$ cat src/rtl/bkpt_pkg.sv
`timescale 1ns/1ps
package bkpt_pkg;

    // Match kind of a channel
    typedef enum logic [1:0] {
        KIND_EXEC = 2'd0,
        KIND_RD   = 2'd1,
        KIND_RW   = 2'd2,
        KIND_OFF  = 2'd3
    } bp_kind_e;

    // Control word: len_code [4:3], kind [2:1], en [0]
    typedef struct packed {
        logic [1:0] len_code;
        bp_kind_e   kind;
        logic       en;
    } bp_ctl_t;

    localparam int CTL_W = $bits(bp_ctl_t);

    // Register group selected by the upper select bits
    typedef enum logic [1:0] {
        GRP_ADDR = 2'd0,
        GRP_CTL  = 2'd1,
        GRP_STAT = 2'd2,
        GRP_NONE = 2'd3
    } reg_grp_e;

    // Byte count of a length or size code
    function automatic logic [2:0] bytes_of(input logic [1:0] code);
        case (code)
            2'd0:    return 3'd1;
            2'd1:    return 3'd2;
            default: return 3'd4;
        endcase
    endfunction

endpackage

$ cat src/rtl/bkpt_regs.sv
`timescale 1ns/1ps
module bkpt_regs
    import bkpt_pkg::*;
#(
    parameter int NUM_CH = 4,
    parameter int ADDR_W = 32,
    parameter int CH_W   = 2,
    parameter int SEL_W  = 4
) (
    input  logic                           clk,
    input  logic                           rst_n,
    input  logic                           reg_we,
    input  logic [SEL_W-1:0]               reg_sel,
    input  logic [ADDR_W-1:0]              reg_wdata,
    input  logic [NUM_CH-1:0]              hit_set,
    output logic [NUM_CH-1:0][ADDR_W-1:0]  ch_addr,
    output bp_ctl_t [NUM_CH-1:0]           ch_ctl,
    output logic [NUM_CH-1:0]              status,
    output logic [ADDR_W-1:0]              reg_rdata
);

    reg_grp_e          grp;
    logic [CH_W-1:0]   idx;
    logic [NUM_CH-1:0] clr;

    assign grp = reg_grp_e'(reg_sel[SEL_W-1 -: 2]);
    assign idx = reg_sel[CH_W-1:0];
    assign clr = (reg_we && grp == GRP_STAT) ? reg_wdata[NUM_CH-1:0] : '0;

    // Per-channel configuration storage
    for (genvar g = 0; g < NUM_CH; g++) begin : g_ch
        always_ff @(posedge clk) begin
            if (!rst_n) begin
                ch_addr[g] <= '0;
                ch_ctl[g]  <= '0;
            end else if (reg_we && idx == CH_W'(g)) begin
                if (grp == GRP_ADDR) ch_addr[g] <= reg_wdata;
                if (grp == GRP_CTL)  ch_ctl[g]  <= bp_ctl_t'(reg_wdata[CTL_W-1:0]);
            end
        end

        // a set bit stays set unless a clear targets it
        p_status_sticky_r8: assert property (@(posedge clk) disable iff (!rst_n)
            ($past(status[g]) && !$past(clr[g])) |-> status[g]);

        // a match this cycle is visible in status after the edge
        p_status_set_r8: assert property (@(posedge clk) disable iff (!rst_n)
            hit_set[g] |=> status[g]);
    end

    // Sticky status: new matches win over a simultaneous clear
    always_ff @(posedge clk) begin
        if (!rst_n) status <= '0;
        else        status <= (status & ~clr) | hit_set;
    end

    // Readback
    always_comb begin
        reg_rdata = '0;
        unique case (grp)
            GRP_ADDR: begin
                for (int i = 0; i < NUM_CH; i++)
                    if (idx == CH_W'(i)) reg_rdata = ch_addr[i];
            end
            GRP_CTL: begin
                for (int i = 0; i < NUM_CH; i++)
                    if (idx == CH_W'(i)) reg_rdata[CTL_W-1:0] = ch_ctl[i];
            end
            GRP_STAT: reg_rdata[NUM_CH-1:0] = status;
            GRP_NONE: reg_rdata = '0;
        endcase
    end

endmodule

$ cat src/rtl/bkpt_channel.sv
`timescale 1ns/1ps
module bkpt_channel
    import bkpt_pkg::*;
#(
    parameter int ADDR_W = 32
) (
    input  logic              clk,
    input  logic              rst_n,
    input  logic [ADDR_W-1:0] cfg_addr,
    input  bp_ctl_t           cfg,
    input  logic              fetch_valid,
    input  logic [ADDR_W-1:0] fetch_addr,
    input  logic              data_valid,
    input  logic              data_wr,
    input  logic [ADDR_W-1:0] data_addr,
    input  logic [1:0]        data_size,
    output logic              hit
);

    localparam int EXT_W = ADDR_W + 1;

    logic [ADDR_W-1:0] mask;
    logic [EXT_W-1:0]  bp_lo, bp_hi, acc_lo, acc_hi;
    logic              exec_hit, kind_ok, data_hit;

    // Breakpoint range, aligned to its own length
    assign mask  = ADDR_W'(bytes_of(cfg.len_code)) - ADDR_W'(1);
    assign bp_lo = {1'b0, cfg_addr & ~mask};
    assign bp_hi = bp_lo + {1'b0, mask};

    // Access range, widened so the last byte cannot wrap
    assign acc_lo = {1'b0, data_addr};
    assign acc_hi = acc_lo + EXT_W'(bytes_of(data_size)) - EXT_W'(1);

    assign exec_hit = cfg.en && (cfg.kind == KIND_EXEC) && fetch_valid
                      && (fetch_addr == cfg_addr);
    assign kind_ok  = (cfg.kind == KIND_RW) || ((cfg.kind == KIND_RD) && !data_wr);
    assign data_hit = cfg.en && data_valid && kind_ok
                      && (acc_lo <= bp_hi) && (bp_lo <= acc_hi);
    assign hit      = exec_hit || data_hit;

    // a read-only channel never reacts to a write
    p_rd_ignores_write_r3: assert property (@(posedge clk) disable iff (!rst_n)
        ((cfg.kind == KIND_RD) && data_wr) |-> !hit);

    // disabled or reserved-kind channel is silent
    p_off_silent_r6: assert property (@(posedge clk) disable iff (!rst_n)
        (!cfg.en || cfg.kind == KIND_OFF) |-> !hit);

    // an execution channel cannot fire without a fetch
    p_exec_needs_fetch_r5: assert property (@(posedge clk) disable iff (!rst_n)
        ((cfg.kind == KIND_EXEC) && !fetch_valid) |-> !hit);

endmodule

$ cat src/rtl/bkpt_trap_out.sv
`timescale 1ns/1ps
module bkpt_trap_out #(
    parameter int NUM_CH = 4
) (
    input  logic              clk,
    input  logic              rst_n,
    input  logic [NUM_CH-1:0] hit_now,
    output logic [NUM_CH-1:0] hit_vec,
    output logic              trap
);

    always_ff @(posedge clk) begin
        if (!rst_n) begin
            hit_vec <= '0;
            trap    <= 1'b0;
        end else begin
            hit_vec <= hit_now;
            trap    <= |hit_now;
        end
    end

    // a trap is raised only for a cycle that had a match
    p_trap_from_match_r7: assert property (@(posedge clk) disable iff (!rst_n)
        trap |-> $past(|hit_now));

endmodule

$ cat src/rtl/bkpt_matcher.sv
`timescale 1ns/1ps
module bkpt_matcher
    import bkpt_pkg::*;
#(
    parameter  int NUM_CH = 4,
    parameter  int ADDR_W = 32,
    localparam int CH_W   = $clog2(NUM_CH),
    localparam int SEL_W  = CH_W + 2
) (
    input  logic              clk,
    input  logic              rst_n,
    input  logic              reg_we,
    input  logic [SEL_W-1:0]  reg_sel,
    input  logic [ADDR_W-1:0] reg_wdata,
    output logic [ADDR_W-1:0] reg_rdata,
    input  logic              fetch_valid,
    input  logic [ADDR_W-1:0] fetch_addr,
    input  logic              data_valid,
    input  logic              data_wr,
    input  logic [ADDR_W-1:0] data_addr,
    input  logic [1:0]        data_size,
    output logic              trap,
    output logic [NUM_CH-1:0] hit_vec
);

    logic [NUM_CH-1:0][ADDR_W-1:0] ch_addr;
    bp_ctl_t [NUM_CH-1:0]          ch_ctl;
    logic [NUM_CH-1:0]             status;
    logic [NUM_CH-1:0]             hit_now;

    bkpt_regs #(
        .NUM_CH (NUM_CH),
        .ADDR_W (ADDR_W),
        .CH_W   (CH_W),
        .SEL_W  (SEL_W)
    ) regs_i (
        .clk       (clk),
        .rst_n     (rst_n),
        .reg_we    (reg_we),
        .reg_sel   (reg_sel),
        .reg_wdata (reg_wdata),
        .hit_set   (hit_now),
        .ch_addr   (ch_addr),
        .ch_ctl    (ch_ctl),
        .status    (status),
        .reg_rdata (reg_rdata)
    );

    for (genvar g = 0; g < NUM_CH; g++) begin : g_cmp
        bkpt_channel #(
            .ADDR_W (ADDR_W)
        ) chan_i (
            .clk         (clk),
            .rst_n       (rst_n),
            .cfg_addr    (ch_addr[g]),
            .cfg         (ch_ctl[g]),
            .fetch_valid (fetch_valid),
            .fetch_addr  (fetch_addr),
            .data_valid  (data_valid),
            .data_wr     (data_wr),
            .data_addr   (data_addr),
            .data_size   (data_size),
            .hit         (hit_now[g])
        );

        // a reported hit needs the channel enabled in that cycle
        p_hit_needs_enable_r6: assert property (@(posedge clk) disable iff (!rst_n)
            hit_vec[g] |-> $past(ch_ctl[g].en));
    end

    bkpt_trap_out #(
        .NUM_CH (NUM_CH)
    ) trap_i (
        .clk     (clk),
        .rst_n   (rst_n),
        .hit_now (hit_now),
        .hit_vec (hit_vec),
        .trap    (trap)
    );

    // hits come only from a cycle with some access
    p_hit_needs_access_r7: assert property (@(posedge clk) disable iff (!rst_n)
        (|hit_vec) |-> $past(fetch_valid || data_valid));

    // every reported hit is recorded in status
    p_hit_in_status_r8: assert property (@(posedge clk) disable iff (!rst_n)
        (|hit_vec) |-> ((status & hit_vec) == hit_vec));

endmodule

$ cat config.mk
export PLATFORM = sky130hd
export DESIGN_NAME = bkpt_matcher
export DESIGN_NICKNAME = d
export VERILOG_FILES = /design/src/rtl/bkpt_pkg.sv /design/src/rtl/bkpt_regs.sv /design/src/rtl/bkpt_channel.sv /design/src/rtl/bkpt_trap_out.sv /design/src/rtl/bkpt_matcher.sv
export SDC_FILE = /design/constraint.sdc
export NUM_CORES = 1
export LEC_CHECK = 0
export ABC_AREA = 1
export BUFFER_PORTS_ARGS = -buffer_cell sky130_fd_sc_hd__buf_4
export CAP_MARGIN = 10
export CORE_ASPECT_RATIO = 0.5
export CORE_MARGIN = 2
export CORE_UTILIZATION = 25
export CTS_CLUSTER_DIAMETER = 60
export DETAILED_ROUTE_END_ITERATION = 6
export GPL_TIMING_DRIVEN = 1
export MAX_ROUTING_LAYER = met4
export PLACE_DENSITY_LB_ADDON = 0.15
export SLEW_MARGIN = 15
export SYNTH_ARGS = -nofsm -noshare
export SYNTH_HDL_FRONTEND = slang
export SYNTH_SLANG_ARGS = --single-unit
$ cat constraint.sdc
create_clock -name clk -period 5.7 [get_ports clk]
set_input_delay 0.285 -clock clk [delete_from_list [all_inputs] [get_ports clk]]
set_output_delay 0.285 -clock clk [all_outputs]
set_load 0.02 [all_outputs]
==> results of run 1 <==
-- layer usage --
| layer | track usage [%] | up-vias | part of all wire, % |
|---|---|---|---|
| li1 | - | 9267 | - |
| met1 | 35.31 | 9303 | 47 |
| met2 | 37.78 | 674 | 43 |
| met3 | 6.405 | 85 | 8.4 |
| met4 | 6.173 | 0 | 2.3 |
| met5 | - | - | 0 |
-- critical path: cells and delay by family --
family                   cells  cell delay, ns
AND/OR/NAND/NOR             17            1.71
buffers and inverters        3            0.21
adder cells (fa/ha/maj)      4            1.10
AO/OA/AOI/OAI                7            1.46
XOR/XNOR                     1            0.44
-- power groups by stage --
stage / clock (uW) / sequential, uW / combinational (uW)
after floorplan: 0 / 1160 / 783
after global routing: 1270 / 1170 / 1430
after detailed placement: 0 / 1190 / 1270
final: 1210 / 1170 / 1290
after CTS: 1220 / 1170 / 1280
after global placement: 0 / 1190 / 1270
-- registers in the layout, summed over array words and instances, names as in the netlist --
| signal | flops |
|---|---|
| trap_i.trap | 1 |
| trap_i.hit_vec | 4 |
| regs_i.status | 4 |
| regs_i.ch_ctl | 20 |
| regs_i.ch_addr | 128 |
-- stage by stage --
step | hold slack, ns | setup WS [ns] | total power, uW
2_1_floorplan | 0.4199 | 1.606 | 1948
3_3_place_gp | 0.4749 | 0.4113 | 2460
3_5_place_dp | 0.4726 | 0.3749 | 2462
4_1_cts | 0.03908 | 0.8816 | 3662
5_1_grt | 0.05519 | 0.3356 | 3864
6_report | 0.06194 | 0.8524 | 3672
-- cell usage after synthesis (54+ instances only) --
library cell / count
inv_1: 336
o21ai_0: 235
nor3_1: 54
dfxtp_1: 157
nand4_1: 78
xor2_1: 104
ha_1: 294
clkbuf_1: 182
nand2_1: 455
a21oi_1: 301
nand3_1: 84
nor2_1: 224
-- area by class of cell --
| class | count | share of cell area [%] |
|---|---|---|
| clock buffer | 17 | 2.091 |
| tap | 958 | 5.891 |
| multi-input combinational | 2069 | 63.59 |
| timing repair buffer | 163 | 6.014 |
| inverter | 341 | 6.291 |
| clock inverter | 15 | 0.6765 |
| sequential | 157 | 15.45 |
-- final timing paths --
kind	startpoint	to	slack, ns	depth (start not counted)
worst min register to register	regs_i.status[1]	regs_i.status[1]	0.49	2
worst min-delay path	reg_wdata[16]	regs_i.ch_addr[48]	0.06	3
worst max register to register	regs_i.ch_addr[16]	trap_i.trap	2.11	11
worst max-delay path	data_size[1]	regs_i.status[0]	0.85	32
-- kinds of logic (layout without fill, tap and decap cells) --
logic type	Yosys count	count (layout)
xor gates and xnor gates	151	151
and+or+nand+nor	968	968
DFF	157	157
adders and majority gates	295	295
buffers and inverters	527	536
other	1	4
AOI/OAI and AO/OA	651	651
==> impl_metrics.json, run 1 <==
{
  "vias": 19329,
  "power.density_nw_per_um2": 180.5,
  "power_switching_uw": 1517,
  "cts_buffer_depth": 2,
  "ctsRootBufferMaster": "clkbuf_16",
  "nFillCells": 8008,
  "yosysTopAreaCell": "ha_1",
  "n_antenna_cell": 0,
  "core-area_sq_um": 71220,
  "drt_iter0_drc": 2011,
  "grtUsageTotal_pct": 25.82,
  "synth-compound-area-share_pct": 19.87,
  "synth-adder-area-share_pct": 20.51,
  "synth-simple-area-share_pct": 23.80,
  "grt_pass1_wl_um": 132700,
  "synth_edf_count": 0,
  "status": "complete, no violations",
  "place_area_sq_um": 19780,
  "detail-route-antenna-nets": 0,
  "p_int_uw": 2155,
  "port_buffers": 144,
  "wl_per_cell_um": 25.68,
  "fin_setup_tns_ns": 0,
  "finalMaxSlewViolations": 0,
  "cp_slowest_cell": "nor4_1",
  "synth.avg_cell_area_sq_um": 6.559,
  "relSlewSlack_pct": 17.47,
  "antenna_found_initial": 0,
  "dieArea_sq_um": 74440,
  "start_util_pct": 25.32,
  "ys.flop_type": "dfxtp_1",
  "drive_above_1_share_pct": 8.617,
  "die_y_um": 193.9,
  "power_frac_clock_pct": 33.0,
  "yosys_register_bits": 157,
  "drt_wl_total_um": 95530,
  "regArea_sq_um": 3143,
  "hold_buffers": 0,
  "netlist_instances": 2750,
  "critPathLaunchType": "primary input",
  "path_class": "in -> reg",
  "grt_pass1_vias": 17871,
  "final_nets": 3152,
  "grt_max_degree": 81,
  "clock_skew_ns": 0.01367,
  "dp_hpwl_um": 78160,
  "die-width_um": 383.9,
  "p_leak_uw": 0.009049,
  "final_core_util_pct": 28.57,
  "final_cells": 3720,
  "stdcell_area_sq_um": 20350,
  "pwr-share-seq_pct": 31.8,
  "rsz0062_at_grt": "no",
  "async_reset_ff_share_pct": 0,
  "hp-class": "in -> reg",
  "period_minus_slack_ns": 4.848,
  "ys.warnings.count": 0,
  "dp_cells": 3688,
  "cts-htree-levels": 4,
  "multi_input_area_sq_um": 12940,
  "synth_top_family_by_area": "simple AND/OR/NAND/NOR gates",
  "path_clk_slew_ns": 0.08,
  "cts_resized": 0,
  "share_comb_of_total_power_pct": 35.2,
  "timing.final.hold_violations": 0,
  "synth-xor-area-share_pct": 7.333,
  "final_cell_mix": "453 x nand2_1, 335 x inv_1, 301 x a21oi_1",
  "cts_tree": "done",
  "critPathCaptureType": "flop",
  "yosysTopAreaCellShare_pct": 20.40,
  "synth.area.top_cells": "ha_1 20%, dfxtp_1 17%, nand2_1 9.5%, a21oi_1 8.4%, inv_1 7.0%",
  "switching_share_pct": 41.32,
  "routabilityCongestion": 0.9670,
  "area_delta_synth_final_pct": 12.81,
  "path_common_cell": "nand2_1",
  "setup_viol": 0,
  "grt_overflow": 0,
  "worst_pin_slew_ns": 1.227,
  "rows": 69,
  "fin_crit_sh_pct": 85.05,
  "critical_path.max_stage_delay_ns": 0.54,
  "cp_data_required_time_ns": 6.07,
  "syn_area_sq_um": 18040,
  "cts_buffers": 17,
  "ys_seq_area_share_pct": 17.43,
  "crit_arrival_ns": 5.22,
  "drc": 0,
  "ios": 145,
  "drtPass1Iterations": 5,
  "routed_via_density": 5.196,
  "netlist-cell-type-count": 54,
  "ir_drop_v": 0.0001337,
  "clock.fmax_mhz": 206.3,
  "final_common_cell": "nand2_1",
  "cts_setup_buffers": 0,
  "cp_max_fo": 4,
  "clk_latency_ns": 0.49,
  "max-cap-violations": 0,
  "synthMuxAreaShare_pct": 0,
  "cts.sinks": 157
}
(Power assumes the default switching activity.)
==> inputs of run 2 (changes only) <==
ABC_AREA = not set   (was 1)
SKIP_LAST_GASP = 1   (was not set)
==> run 2 against run 1 <==
Net effect:
- critical path depth decreased by 6
- utilization increased by 0.42 points
- count of clock-buffer cells in the layout increased by 2
- clock power increased by 5%
- sequential share of layout area increased by 0.25 points
- first-iteration DRC count decreased by 25%
- via count decreased by 12%
- critical endpoint is now trap_i.trap
==> impl_metrics.json, run 2 <==
{
  "switching_share_pct": 36.13,
  "grt_overflow": 0,
  "period_minus_slack_ns": 5.311,
  "path_class": "in -> reg",
  "crit_arrival_ns": 5.70,
  "power.density_nw_per_um2": 176.8,
  "grt_max_degree": 93,
  "die-width_um": 378.1,
  "netlist_instances": 2307,
  "dieArea_sq_um": 72250,
  "clock.fmax_mhz": 188.3,
  "ys_seq_area_share_pct": 17.96,
  "share_comb_of_total_power_pct": 31.5,
  "holdWs_ns": 0.05778,
  "p_int_uw": 2262,
  "die_y_um": 191.1,
  "hp-class": "in -> reg",
  "worstReg2RegStart": "regs_i.ch_addr[54]",
  "timing.final.hold_violations": 0,
  "synth.avg_cell_area_sq_um": 7.584,
  "fin_crit_sh_pct": 93.18,
  "relSlewSlack_pct": 17.47,
  "cts_setup_buffers": 0,
  "detail-route-antenna-nets": 0,
  "drc": 0,
  "rows": 68,
  "path_clk_slew_ns": 0.07,
  "critPathLaunchType": "primary input",
  "clk_latency_ns": 0.48,
  "yosys_register_bits": 157,
  "drt_iter0_drc": 1503,
  "ios": 145,
  "ys.warnings.count": 0,
  "critPathCaptureType": "flop",
  "cts-htree-levels": 4,
  "cts.sinks": 157,
  "rsz0062_at_grt": "no",
  "grt_pass1_vias": 16147,
  "antenna_found_initial": 3,
  "vias": 16972,
  "synth_edf_count": 0,
  "hold_buffers": 0,
  "cts_buffer_depth": 2,
  "rr_endpoint": "trap_i.trap",
  "clock_skew_ns": 0.01074,
  "synth_common_cells": "368 x nand2_1, 294 x ha_1, 251 x a21oi_1, 202 x clkbuf_1, 157 x dfxtp_1",
  "regMostFlops": "regs_i.ch_addr",
  "reg2reg_depth": 11,
  "status": "complete, no violations",
  "final_cell_mix": "368 x nand2_1, 294 x ha_1, 251 x a21oi_1",
  "cts_buffers": 17,
  "place_area_sq_um": 19390,
  "setup_viol": 0,
  "finalMaxSlewViolations": 0,
  "hp-start": "rst_n",
  "final_nets": 2717,
  "yosysTopAreaCellShare_pct": 21.02,
  "max-cap-violations": 0,
  "ctsRootBufferMaster": "clkbuf_16",
  "cts_tree": "done",
  "dp_hpwl_um": 66780,
  "grtUsageTotal_pct": 24.07,
  "syn_area_sq_um": 17500,
  "routabilityCongestion": 0.9835,
  "cp_data_required_time_ns": 6.09,
  "ir_drop_v": 0.0001785,
  "grt_pass1_wl_um": 119300,
  "synth.area.top_cells": "ha_1 21%, dfxtp_1 18%, nand2_1 7.9%, a21oi_1 7.2%, xnor2_1 6.3%",
  "async_reset_ff_share_pct": 0,
  "endpoint": "trap_i.trap",
  "reg_top3": "regs_i.ch_addr (128), regs_i.ch_ctl (20)",
  "cp_max_fo": 4,
  "worst_pin_slew_ns": 1.232,
  "setup_slack_ns": 0.3887,
  "drt_wl_total_um": 85020,
  "drive_above_1_share_pct": 12.81,
  "cts_resized": 0,
  "post-synth-top-count-cell": "nand2_1",
  "start_util_pct": 25.33,
  "power_frac_clock_pct": 36.0,
  "p_leak_uw": 0.007985,
  "pre_cts_ws_ns": -0.1104,
  "netlist-cell-type-count": 80,
  "ys.flop_type": "dfxtp_1",
  "stdcell_area_sq_um": 20030,
  "reg2reg_slack_ns": 1.13,
  "drtPass1Iterations": 6,
  "wl_per_cell_um": 25.96,
  "critPathLaunch": "data_size[1]",
  "power_switching_uw": 1279,
  "final_common_cell": "nand2_1",
  "largest_reg_flops": 128,
  "core-area_sq_um": 69090,
  "pwr-share-seq_pct": 32.5,
  "area_delta_synth_final_pct": 14.45,
  "yosysTopAreaCell": "ha_1",
  "port_buffers": 144,
  "routed_via_density": 5.182
}
-- run 2: cell count changes after synthesis, sizes merged, moves of 48 or more --
cell,previous run,this run
a21oi,301,253
inv,338,122
nand2,456,368
nor2,227,119
o21ai,237,53
xnor2,47,125
-- run 2: how the worst min path moves through the flow --
| stage | to | slack (ns) | cells past startpoint |
|---|---|---|---|
| 2_1_floorplan | trap_i.hit_vec[3] | 0.41 | 1 |
| 3_3_place_gp | regs_i.status[1] | 0.49 | 2 |
| 3_5_place_dp | regs_i.status[1] | 0.50 | 2 |
| 4_1_cts | trap_i.hit_vec[3] | 0.04 | 2 |
| 5_1_grt | trap_i.hit_vec[0] | 0.06 | 2 |
| 6_report | trap_i.hit_vec[3] | 0.06 | 2 |
-- run 2: layer usage --
metal / vias up / wire (um) / track usage, %
met5: - / 0 / -
met4: 0 / 1797 / 5.532
met3: 92 / 6814 / 6.028
met2: 553 / 36010 / 35.36
met1: 8283 / 40400 / 32.90
li1: 8044 / - / -
-- run 2: cells by family (layout without fill, tap and decap cells) --
family,after synthesis,count (layout),synth area share (%)
AO/OA/AOI/OAI,443,443,15.16
XOR/XNOR,215,215,10.76
adder cells (fa/ha/maj),295,295,21.14
buffers and inverters,337,354,7.401
flip-flops,157,157,17.96
multiplexers,67,67,5.935
other,1,7,0.02143
AND/OR/NAND/NOR,792,792,21.62
-- run 2: power groups by stage --
stage | Combinational, uW | Sequential, uW | Clock, uW
5_1_grt | 1230 | 1150 | 1340
3_3_place_gp | 1090 | 1180 | 0
3_5_place_dp | 1100 | 1180 | 0
2_1_floorplan | 655 | 1150 | 0
4_1_cts | 1100 | 1150 | 1290
6_report | 1110 | 1150 | 1270
-- run 2: area by class of cell --
cell class	count	area (sq um)
clock inverter	13	177.7
tap	945	1182
inverter	122	460.4
antenna	3	7.507
fill	7555	49060
clock buffer	19	442.9
timing repair buffer	200	1501
multi-input combinational	1816	13110
sequential	157	3143
-- run 2: through the flow --
step	setup TNS, ns	power, uW	util [%]	std cells
5_1_grt	0	3725	28.98	3274
2_1_floorplan	0	1805	-	2310
4_1_cts	0	3547	28.97	3272
3_5_place_dp	-0.2534	2273	28.07	3240
3_3_place_gp	-0.1309	2271	28.07	3240
6_report	0	3541	28.99	3275
-- run 2: worst max-delay path, stage by stage --
cell and delay, ns:
buf_4 0.11, inv_1 0.06, nand2_1 0.06, ha_1 0.26, inv_1 0.04, ha_1 0.21, fa_1 0.39, a21o_1 0.20
a221oi_2 0.29, a21oi_1 0.19, and2_1 0.28, a21oi_2 0.24, o211ai_1 0.18, a2111oi_2 0.38, nor2_1 0.11, a211oi_1 0.65
ha_1 0.37, o21a_1 0.18, o21ai_0 0.14, a32oi_1 0.08, and2_0 0.19, a22oi_1 0.16, nor3_1 0.08, o21ai_1 0.31
nor2_1 0.08, a31oi_1 0.16
==> inputs of run 3 (changes only) <==
CORE_UTILIZATION = 60   (was 25)
==> run 3 against run 2 <==
Net effect:
- combinational power is 4% lower
- final area is 4.9% lower
- sequential share of layout area increased by 0.80 points
- non-clock buffer count decreased by 27
- worst hold slack improved by 0.00059 ns
- cell count down 18%
- clock skew is 0.0033 ns higher
- via count up 5.5%
- total power fell by 5.2%
- critical path type unchanged
- utilization grew 37 points
- highest routed layer unchanged
- largest cell class unchanged
- the run now ends with DRC left
- worst setup slack got worse by 0.057 ns
==> impl_metrics.json, run 3 (same netlist as run 2, synthesis figures left out) <==
{
  "grt_pass1_vias": 16179,
  "share_comb_of_total_power_pct": 31.8,
  "antenna_found_initial": 4,
  "status": "complete, but fails checks",
  "switching_share_pct": 37.49,
  "ir_drop_v": 0.0001959,
  "cts.sinks": 157,
  "drive_above_1_share_pct": 11.83,
  "dieArea_sq_um": 30630,
  "pwr-share-seq_pct": 34.3,
  "ctsRootBufferMaster": "clkbuf_16",
  "max-cap-violations": 0,
  "relSlewSlack_pct": 22.79,
  "grt_max_degree": 94,
  "period_minus_slack_ns": 5.368,
  "area_delta_synth_final_pct": 8.882,
  "p_int_uw": 2099,
  "stdcell_area_sq_um": 19050,
  "die_y_um": 124.8,
  "final_nets": 2690,
  "power.density_nw_per_um2": 176.3,
  "cts-htree-levels": 4,
  "clock_skew_ns": 0.01405,
  "drt_iter0_drc": 2732,
  "power_switching_uw": 1259,
  "reg_top3": "regs_i.ch_addr (128), regs_i.ch_ctl (20)",
  "power_frac_clock_pct": 33.9,
  "dp_hpwl_um": 55550,
  "critical_path.max_stage_delay_ns": 0.48,
  "hp-class": "in -> reg",
  "nFillCells": 2590,
  "crit_arrival_ns": 5.77,
  "critPathCaptureType": "flop",
  "routed_via_density": 6.642,
  "grtUsageTotal_pct": 48.48,
  "detail-route-antenna-nets": 0,
  "violations": "DRC",
  "ios": 145,
  "cts_tree": "done",
  "cp_max_fo": 4,
  "clk_latency_ns": 0.47,
  "cp_data_required_time_ns": 6.10,
  "cts_buffer_depth": 2,
  "setup_viol": 0,
  "wl_per_cell_um": 27.00,
  "place_area_sq_um": 18480,
  "largest_reg_flops": 128,
  "worst_pin_slew_ns": 1.149,
  "path_class": "in -> reg",
  "fin_setup_tns_ns": 0,
  "routabilityCongestion": 1.191,
  "grt_overflow": 0,
  "final_common_cell": "nand2_1",
  "path_clk_slew_ns": 0.07,
  "finalMaxSlewViolations": 0,
  "cts_buffers": 17,
  "rsz0062_at_grt": "no",
  "drtPass1Iterations": 7,
  "critPathLaunchType": "primary input",
  "p_leak_uw": 0.007809,
  "drc": 2,
  "cp_slowest_cell": "a2111oi_2",
  "die-width_um": 245.5,
  "p_total_uw": 3358,
  "core-area_sq_um": 28850,
  "final_core_util_pct": 66.04,
  "fin_crit_sh_pct": 94.18,
  "drt_wl_total_um": 72800,
  "rows": 44,
  "vias": 17907,
  "clock.fmax_mhz": 186.3,
  "cts_setup_buffers": 0,
  "timing.final.hold_violations": 0,
  "start_util_pct": 60.65,
  "port_buffers": 144,
  "path_common_cell": "ha_1",
  "final_cell_mix": "368 x nand2_1, 294 x ha_1, 251 x a21oi_1",
  "regMostFlops": "regs_i.ch_addr",
  "grt_pass1_wl_um": 105400
}
==> run 3: layout make-up <==
cell class	count	area (sq um)	share of cell area (%)
flip-flops and latches	157	3143	16.50
well taps	391	489.2	2.568
clock inverters	13	105.1	0.5517
multi-input cells	1816	13100	68.76
diodes	5	12.51	0.06568
repair buffers	173	1299	6.817
clock buffers	19	442.9	2.325
inverters	122	460.4	2.417
==> run 3: per-stage QoR <==
stage                     hold slack [ns]  setup WS [ns]  instances
final                             0.05837         0.3319       2696
after global routing              0.07152       0.004752       2695
after CTS                         0.06336         0.3200       2691
after detailed placement           0.4807        -0.1563       2659
after global placement             0.4838       -0.07017       2659
after floorplan                    0.4067         0.8474       2310
==> run 3: power by group through the flow <==
stage / clock (uW) / combinational [uW] / sequential, uW
after floorplan: 0 / 655 / 1150
after global placement: 0 / 1010 / 1170
after detailed placement: 0 / 1020 / 1170
after CTS: 1120 / 1030 / 1150
after global routing: 1170 / 1160 / 1150
final: 1140 / 1070 / 1150
==> run 3: final timing paths <==
path | startpoint | endpoint | slack [ns] | cells past startpoint
hold / removal | rst_n | trap_i.hit_vec[3] | 0.06 | 2
hold reg to reg | regs_i.status[1] | regs_i.status[1] | 0.50 | 2
setup reg to reg | regs_i.ch_addr[56] | trap_i.trap | 1.85 | 12
setup / recovery | data_size[1] | trap_i.trap | 0.33 | 27
==> run 3: worst max-delay path: cells and delay by family <==
family                   cells  cell delay (ns)
adder cells (fa/ha/maj)      4             1.18
AO/OA/AOI/OAI               10             2.36
buffers and inverters        4             0.38
AND/OR/NAND/NOR              8             1.42
XOR/XNOR                     1             0.16
==> run 3: layer usage <==
layer | routed length [um] | global-route usage [%] | up-vias
met1 | 30090 | 68.04 | 8403
met5 | 0 | - | -
met3 | 12260 | 18.51 | 199
li1 | - | - | 8000
met4 | 3107 | 18.18 | 0
met2 | 27350 | 61.24 | 1305
==> run 3: what timing repair did <==
item / 4_1_cts / 5_1_grt
hold buffers: 0 / 0
gates resized for setup: 0 / 3
setup endpoints to repair: 0 / 4
